**config.mk**
```make
export PLATFORM = sky130hd
export DESIGN_NAME = gpio2_port
export DESIGN_NICKNAME = d
export VERILOG_FILES = /design/src/rtl/gpio2_pkg.sv /design/src/rtl/gpio2_decode.sv /design/src/rtl/gpio2_sync.sv /design/src/rtl/gpio2_ctl_reg.sv /design/src/rtl/gpio2_port.sv
export SDC_FILE = /design/constraint.sdc
export NUM_CORES = 1
export LEC_CHECK = 0
export BUFFER_PORTS_ARGS = -buffer_cell sky130_fd_sc_hd__buf_2
export CAP_MARGIN = 0
export CORE_MARGIN = 2
export CORE_UTILIZATION = 36
export CTS_CLUSTER_SIZE = 14
export DETAILED_ROUTE_END_ITERATION = 10
export GPL_ROUTABILITY_DRIVEN = 0
export GPL_TIMING_DRIVEN = 0
export PLACE_DENSITY = 0.77
export SYNTH_ARGS = -nofsm -noshare
export SYNTH_HDL_FRONTEND = slang
export SYNTH_SLANG_ARGS = --single-unit
```
**constraint.sdc**
```tcl
create_clock -name clk -period 1.75 [get_ports clk]
set_clock_uncertainty 0.1 [all_clocks]
set_input_delay 0.35 -clock clk [delete_from_list [all_inputs] [get_ports clk]]
set_output_delay 0.35 -clock clk [all_outputs]
set_load 0.01 [all_outputs]
```
**src/rtl/gpio2_pkg.sv**
```systemverilog
package gpio2_pkg;
  localparam int ADDR_W = 16;
  localparam int DATA_W = 8;
  localparam int IDX_W  = 3;

  typedef enum logic [1:0] {
    BOP_NONE = 2'b00,
    BOP_SET  = 2'b01,
    BOP_CLR  = 2'b10,
    BOP_RSVD = 2'b11
  } bitop_e;
endpackage

```
**src/rtl/gpio2_decode.sv**
```systemverilog
module gpio2_decode #(
  parameter int          AW        = 16,
  parameter logic [15:0] DATA_ADDR = 16'h0060,
  parameter logic [15:0] DIR_ADDR  = 16'h0061
) (
  input  logic [AW-1:0] addr,
  output logic          data_hit,
  output logic          dir_hit
);
  // Full compare: no aliasing in the upper address byte.
  always_comb begin
    data_hit = (addr == DATA_ADDR[AW-1:0]);
    dir_hit  = (addr == DIR_ADDR[AW-1:0]);
  end
endmodule

```
**src/rtl/gpio2_sync.sv**
```systemverilog
module gpio2_sync #(
  parameter int W      = 2,
  parameter int STAGES = 2
) (
  input  logic         clk,
  input  logic         rst_n,
  input  logic [W-1:0] d,
  output logic [W-1:0] q
);
  logic [W-1:0] stage_q [STAGES];

  generate
    for (genvar s = 0; s < STAGES; s++) begin : g_stage
      always_ff @(posedge clk or negedge rst_n) begin
        if (!rst_n) begin
          stage_q[s] <= '0;
        end else if (s == 0) begin
          stage_q[s] <= d;
        end else begin
          stage_q[s] <= stage_q[(s == 0) ? 0 : s-1];
        end
      end
    end
  endgenerate

  assign q = stage_q[STAGES-1];
endmodule

```
**src/rtl/gpio2_ctl_reg.sv**
```systemverilog
module gpio2_ctl_reg
  import gpio2_pkg::*;
#(
  parameter int           W       = 2,
  parameter logic [W-1:0] RST_VAL = '0
) (
  input  logic             clk,
  input  logic             rst_n,
  input  logic             sel,
  input  logic             wr_en,
  input  logic [W-1:0]     wdata,
  input  logic [1:0]       bit_op,
  input  logic [IDX_W-1:0] bit_idx,
  output logic [W-1:0]     q,
  output logic             upd
);
  // Bit operation on the stored value only; out-of-range index is a no-op.
  function automatic logic [W-1:0] apply_bitop(
    input logic [W-1:0]     cur,
    input logic [1:0]       op,
    input logic [IDX_W-1:0] idx
  );
    logic [W-1:0] nxt;
    nxt = cur;
    for (int i = 0; i < W; i++) begin
      if (int'(idx) == i) begin
        if (op == BOP_SET) nxt[i] = 1'b1;
        if (op == BOP_CLR) nxt[i] = 1'b0;
      end
    end
    return nxt;
  endfunction

  logic         bop_live;
  logic [W-1:0] q_next;

  always_comb begin
    bop_live = (bit_op == BOP_SET) || (bit_op == BOP_CLR);
    upd      = sel && (wr_en || bop_live);
    if (wr_en) q_next = wdata;
    else       q_next = apply_bitop(q, bit_op, bit_idx);
  end

  always_ff @(posedge clk or negedge rst_n) begin
    if (!rst_n)   q <= RST_VAL;
    else if (upd) q <= q_next;
  end
endmodule

```
**src/rtl/gpio2_port.sv**
```systemverilog
module gpio2_port
  import gpio2_pkg::*;
#(
  parameter int          PINS      = 2,
  parameter logic [15:0] DATA_ADDR = 16'h0060,
  parameter logic [15:0] DIR_ADDR  = 16'h0061,
  parameter int          SYNC_LEN  = 2
) (
  input  logic              clk,
  input  logic              rst_n,
  input  logic [ADDR_W-1:0] addr,
  input  logic [DATA_W-1:0] wdata,
  input  logic              wr_en,
  input  logic              rd_en,
  input  logic [1:0]        bit_op,
  input  logic [IDX_W-1:0]  bit_idx,
  output logic [DATA_W-1:0] rdata,
  input  logic [PINS-1:0]   pin_in,
  output logic [PINS-1:0]   pin_out,
  output logic [PINS-1:0]   pin_oe
);
  localparam int PAD_W = DATA_W - PINS;

  // Output pins show their driven latch; input pins show the synchronized pad.
  function automatic logic [PINS-1:0] pin_view(
    input logic [PINS-1:0] latch,
    input logic [PINS-1:0] dir,
    input logic [PINS-1:0] pads
  );
    return (dir & latch) | (~dir & pads);
  endfunction

  logic            data_hit, dir_hit;
  logic            data_upd, dir_upd;
  logic [PINS-1:0] latch_q, dir_q, pin_sync;

  gpio2_decode #(
    .AW(ADDR_W), .DATA_ADDR(DATA_ADDR), .DIR_ADDR(DIR_ADDR)
  ) u_dec (
    .addr(addr), .data_hit(data_hit), .dir_hit(dir_hit)
  );

  gpio2_ctl_reg #(.W(PINS), .RST_VAL('0)) u_latch (
    .clk(clk), .rst_n(rst_n), .sel(data_hit), .wr_en(wr_en),
    .wdata(wdata[PINS-1:0]), .bit_op(bit_op), .bit_idx(bit_idx),
    .q(latch_q), .upd(data_upd)
  );

  gpio2_ctl_reg #(.W(PINS), .RST_VAL('0)) u_dir (
    .clk(clk), .rst_n(rst_n), .sel(dir_hit), .wr_en(wr_en),
    .wdata(wdata[PINS-1:0]), .bit_op(bit_op), .bit_idx(bit_idx),
    .q(dir_q), .upd(dir_upd)
  );

  gpio2_sync #(.W(PINS), .STAGES(SYNC_LEN)) u_sync (
    .clk(clk), .rst_n(rst_n), .d(pin_in), .q(pin_sync)
  );

  always_comb begin
    rdata = '0;
    if (rd_en && data_hit)     rdata = {{PAD_W{1'b0}}, pin_view(latch_q, dir_q, pin_sync)};
    else if (rd_en && dir_hit) rdata = {{PAD_W{1'b0}}, dir_q};
  end

  assign pin_out = latch_q;
  assign pin_oe  = dir_q;
endmodule

```
Word level (Yosys, flattened, before mapping)
Cells that the tools add are included.
{ "op_classes": {"shift": 0, "div_mod_pow": 0, "bitwise": 4, "n_mux": 7, "reduce_logical": 14, "add_sub_neg": 0, "n_lt_le_gt_ge": 0, "eq_ne": 5, "multipliers": 0} }
{ "op_table": {"columns": ["op", "count"], "rows": [
  ["16-bit by 7-bit == test with 1-bit output, second input constant", 2],
  ["3-bit AND reduction", 4],
  ["2-bit 2-to-1 mux", 3],
  ["2-bit AND", 2],
  ["1-bit logical AND", 4],
  ["1-bit 2-to-1 mux", 4],
  ["2-bit nonzero test", 2],
  ["3-bit by 2-bit == test with 1-bit output, second input constant", 1],
  ["3-bit zero test", 1],
  ["3-bit nonzero test", 1],
  ["2-bit by 1-bit == test with 1-bit output, second input constant", 1],
  ["2-bit == test, second input constant", 1],
  ["1-bit logical OR", 2],
  ["2-bit NOT", 1],
  ["2-bit OR", 1]
]} }
{ "word_totals": {"mem_bits_ro": 0, "memories": 0, "elab_cells": 36, "input_bits": 35, "latch_bits": 0, "ram_bits": 0, "output_inout_bits": 12, "reg_bits": 8} }

Depth between registers and ports, before layout
{ "logic_depth": {"ltp_word": 5, "mapped_depth": 6, "depth_no_buf": 6} }

Cells and area by module
Synthesis repeated with hierarchy kept, for this count alone.
{ "unflattened": {"cells_unflattened": 66, "area_unflattened_um2": 693.2} }
{ "by_module_without_submodules": {"columns": ["module", "seq_area_each_um2", "area_per_inst_um2", "cells_each", "instances"], "rows": [
  ["gpio2_ctl_reg", 50.0, 196.4, 19, 2],
  ["gpio2_sync", 100.1, 115.1, 6, 1],
  ["gpio2_port", 0.0, 107.6, 15, 1],
  ["gpio2_decode", 0.0, 77.6, 7, 1]
]} }

Worst setup path before layout
No wires, ideal clock.
{ "synth_path": {"kind": "in2reg", "startpoint": "input port bit_op[0]", "endpoint": "register u_dir.q[1]", "n_path_buf": 0, "arrival_time_ns": 1.464, "setup_ns": 0.125, "setup_slack_ns": 0.061, "required_ns": 1.525, "stages": 6, "cell_sequence": "inv_1 ha_1 or2_1 and4b_1 o211ai_2 mux2_4"} }
{ "synth_between": {"elab_chain_cells": 5, "word_cells_on_any_way": 10, "classes_between": "eq/ne: 2; mux: 3; reduce/logical: 5"} }
{ "synth_rtl": {"columns": ["item", "line_no", "source"], "rows": [
  ["from (decl)", "gpio2_port.sv:15", "input logic [1:0] bit_op,"],
  ["2-bit by 1-bit == test with 1-bit output or 2-bit == test (tied branches)", "gpio2_ctl_reg.sv:27, gpio2_ctl_reg.sv:38, gpio2_ctl_reg.sv:28", null],
  ["1-bit logical OR", "gpio2_ctl_reg.sv:38", "bop_live = (bit_op == BOP_SET) || (bit_op == BOP_CLR);"],
  ["1-bit logical OR", "gpio2_ctl_reg.sv:39", "upd = sel && (wr_en || bop_live);"],
  ["1-bit logical AND", "gpio2_ctl_reg.sv:39", null],
  ["3-bit AND reduction (no source line)", null, null],
  ["to (signal assigned)", "gpio2_ctl_reg.sv:46", "else if (upd) q <= q_next;"],
  ["to (decl)", "gpio2_ctl_reg.sv:14", "output logic [W-1:0] q,"]
]} }
Several ways; a longest one is shown, not always the timed one. The select of a mux whose other input is x is not followed.
A chain may end at the register's enable or synchronous reset.

Final worst setup path
{ "layout_path": {"startpoint": "input port addr[13]", "endpoint": "output port rdata[0]"} }
{ "layout_between": {"elab_chain_cells": 4, "word_cells_on_any_way": 6, "classes_between": "eq/ne: 2; mux: 2; reduce/logical: 2"} }
{ "layout_rtl": {"columns": ["item", "line_no", "source"], "rows": [
  ["from (decl)", "gpio2_port.sv:11", "input logic [ADDR_W-1:0] addr,"],
  ["16-bit by 7-bit == test with 1-bit output", "gpio2_decode.sv:13", "dir_hit = (addr == DIR_ADDR[AW-1:0]);"],
  ["1-bit logical AND", "gpio2_port.sv:62", "else if (rd_en && dir_hit) rdata = {{PAD_W{1'b0}}, dir_q};"],
  ["2-bit 2-to-1 mux", "gpio2_port.sv:62", null],
  ["2-bit 2-to-1 mux (*)", "gpio2_port.sv:61", "if (rd_en && data_hit) rdata = {{PAD_W{1'b0}}, pin_view(latch_q, dir_q, pin_sync)};"],
  ["to (decl)", "gpio2_port.sv:17", "output logic [DATA_W-1:0] rdata,"]
]} }
Every way passes the cells marked *; elsewhere a longest branch is shown, timed or not.

==> results.toml <==
[drt]
detail-route-antenna-nets = 0
vias = 544
first_iter_violations = 14
totalWireLength_um = 1310
first_pass_iters = 4
vias_per_cell = 4.73
wire_per_inst_um = 11.3
drc_errors = 0

[sta]
hold_ws_ps = 106
hold_violations = 0
setup_viol_count_final = 0
min_period_over_period = 0.985
worst_slack_ps = 25.7
slew_viol_final = 0
period_needed_ps = 1720
max_freq_ghz = 0.580

[synthesis]
synth_warnings = 0
syn_area_um2 = 539
synth_seq_area_share = 0.371
yosysTopAreaCell = "dfrtp_1"
syn_avg_cell_area_um2 = 9.80
synth_seq_cells = 8
yosys.cell_types.count = 22
synth_top_area_frac = 0.371
synthTopCellsByArea = "dfrtp_1 37%, buf_4 8.4%, mux2_4 5.6%, a31o_2 4.9%, ha_1 4.6%"
synth_cells = 55

[critical_path]
cp-start-kind = "primary input"
critical_path_arrival_ps = 1270
path_cells = "buf_2 > nor4_2 > and4_4 > nand2_4 > a21oi_2 > buf_2"
path_buf_inv = 2
ff2ff_path_depth = 2
worstReg2RegEnd = "u_dir.q[0]"
required_ps = 1300
cp_max_fo = 2
r2r_setup_slack_ps = 780
critPathTopFamily = "simple AND/OR/NAND/NOR gates"
cp_common_cell = "buf_2"
critical_path_class = "primary input to primary output"
critPathMaxStageDelay_ps = 280
endpoint_kind = "primary output"
r2r_start = "u_dir.q[0]"
slowest_stage = "and4_4"

[grt]
use_met2 = 0.279
grt_overflow = 0
grt_max_degree = 10
grt_pass1_vias = 523
met1_usage = 0.137
grt_use_met3 = 0.0723
grt_pass1_wl_um = 2010
grt-busiest-layer = "met2"
grt.total_usage = 0.153
antenna_found_initial = 0

[min_path]
holdCritStartpoint = "pin_in[0]"
hp-class = "primary input to flop"
whs_path_depth = 1
holdPathEnd = "u_sync.stage_q[2]"

[clock_network]
cts_sinks = 8
cts-root-buf = "clkbuf_4"
insertion_delay_ps = 250
h-tree-depth = 1
numCtsBuffers = 3
cts_tree = "built"
cts_max_path_buffers = 2
cts.clk_slew.worst_paths_ps = 50

[die]
core_region_area_um2 = 1350
die-area_um2 = 1820
die_w_um = 42.7
rows = 13
io_pins = 47
start_util = 0.399
die_h_um = 42.7

[power_and_ir_drop]
ir_worst_vdd_mv = 0.347
cellLeakagePower_uw = 0.000464
cellPowerDensity_nw_per_um2 = 511

[layout]
nNetsFinal = 139
antennaDiodeCount = 0
drive_above_1_share = 0.590
area_growth_pct = 51.0

[job]
drv_cap = 0

[placement]
pre_cts_ws_ps = -139
port-buffer-count = 33
hpwlAfterDp_um = 1060

[status]
status = "finished clean"
[metal layers]
| layer | share of wire | wire [um] |
|---|---|---|
| met1 | 0.34 | 444 |
| met2 | 0.54 | 709 |
| met3 | 0.10 | 135 |
| met4 | 0.011 | 14 |
| met5 | 0 | 0 |
[cells by family after synthesis]
| family | synth area share |
|---|---|
| and+or+nand+nor | 0.223 |
| AOI/OAI and AO/OA | 0.137 |
| buffers and inverters | 0.118 |
| DFF | 0.371 |
| muxes | 0.0974 |
| adders and majority gates | 0.0464 |
| other | 0.00695 |
[sequential cells by signal, indices dropped and copies added, names as in the netlist]
signal          cells
u_dir.q             2
u_latch.q           2
u_sync.q            2
u_sync.stage_q      2
[power breakdown]
part / switching, uW / internal, uW / leakage [uW]
combinational: 42.4 / 47.2 / 0.000348
sequential: 1.08 / 190 / 0.000103
clock: 57.1 / 78.1 / 0.0000138
total: 101 / 315 / 0.000464
[worst max-delay path by stage]
stage          startpoint           end  slack [ps]  depth (start not counted)
2_1_floorplan   bit_op[0]    u_dir.q[1]          60                          6
3_3_place_gp    bit_op[0]    u_dir.q[1]         -90                          7
3_5_place_dp    bit_op[0]  u_latch.q[0]        -140                          7
4_1_cts           addr[8]      rdata[1]        0.06                          6
5_1_grt          addr[13]      rdata[1]         -10                          6
6_report         addr[13]      rdata[0]          30                          6
[through the flow]
stage          utilization  cells  total power (uW)  area [um^2]  setup TNS (ps)
6_report             0.603    115               416          815               0
5_1_grt              0.603    115               445          815           -24.3
4_1_cts              0.589    114               420          796               0
3_5_place_dp         0.550    108               280          742            -530
3_3_place_gp         0.550    108               276          742            -350
2_1_floorplan            -     60               236          558               0
[what timing repair did]
item / in CTS / in global routing
setup endpoints to repair: 2 / 2
hold buffers: 1 / 0
pin swaps: 2 / 3
setup buffers: 2 / 1
endpoints found under the hold margin: 8 / 0
gates resized for setup: 2 / 3
[cell type report]
cell class	count	area [um^2]
Timing Repair Buffer	37	198
Clock buffer	3	22.5
Fill cell	121	536
Tap cell	15	18.8
Sequential cell	8	200
Multi-Input combinational cell	41	312
Inverter	4	15.0
Buffer	7	48.8
[cells in the mapped netlist]
cell,n
dfrtp_1,8
buf_4,6
inv_1,4
nand2_1,4
o21ai_0,4
a21oi_1,3
a31o_2,3
nand3_1,3
nor2_1,3
ha_1,2
mux2_1,2
mux2_4,2
nor4_2,2
and4_4,1
and4b_1,1
and4bb_2,1
buf_1,1
conb_1,1
nor3_1,1
o211ai_2,1
or2_1,1
or3b_2,1
[cell usage in the layout, fill, tap and decap left out, drive strengths merged, types with 2 or more instances in the layout]
cell type	instances
ha	2
a21oi	3
mux2	4
nand2	4
dfrtp	8
conb	6
clkbuf	3
o21ai	4
nand3	3
nor2	3
inv	4
nor4	2
buf	43
a31o	3
Power figures use the tool's default switching activity.
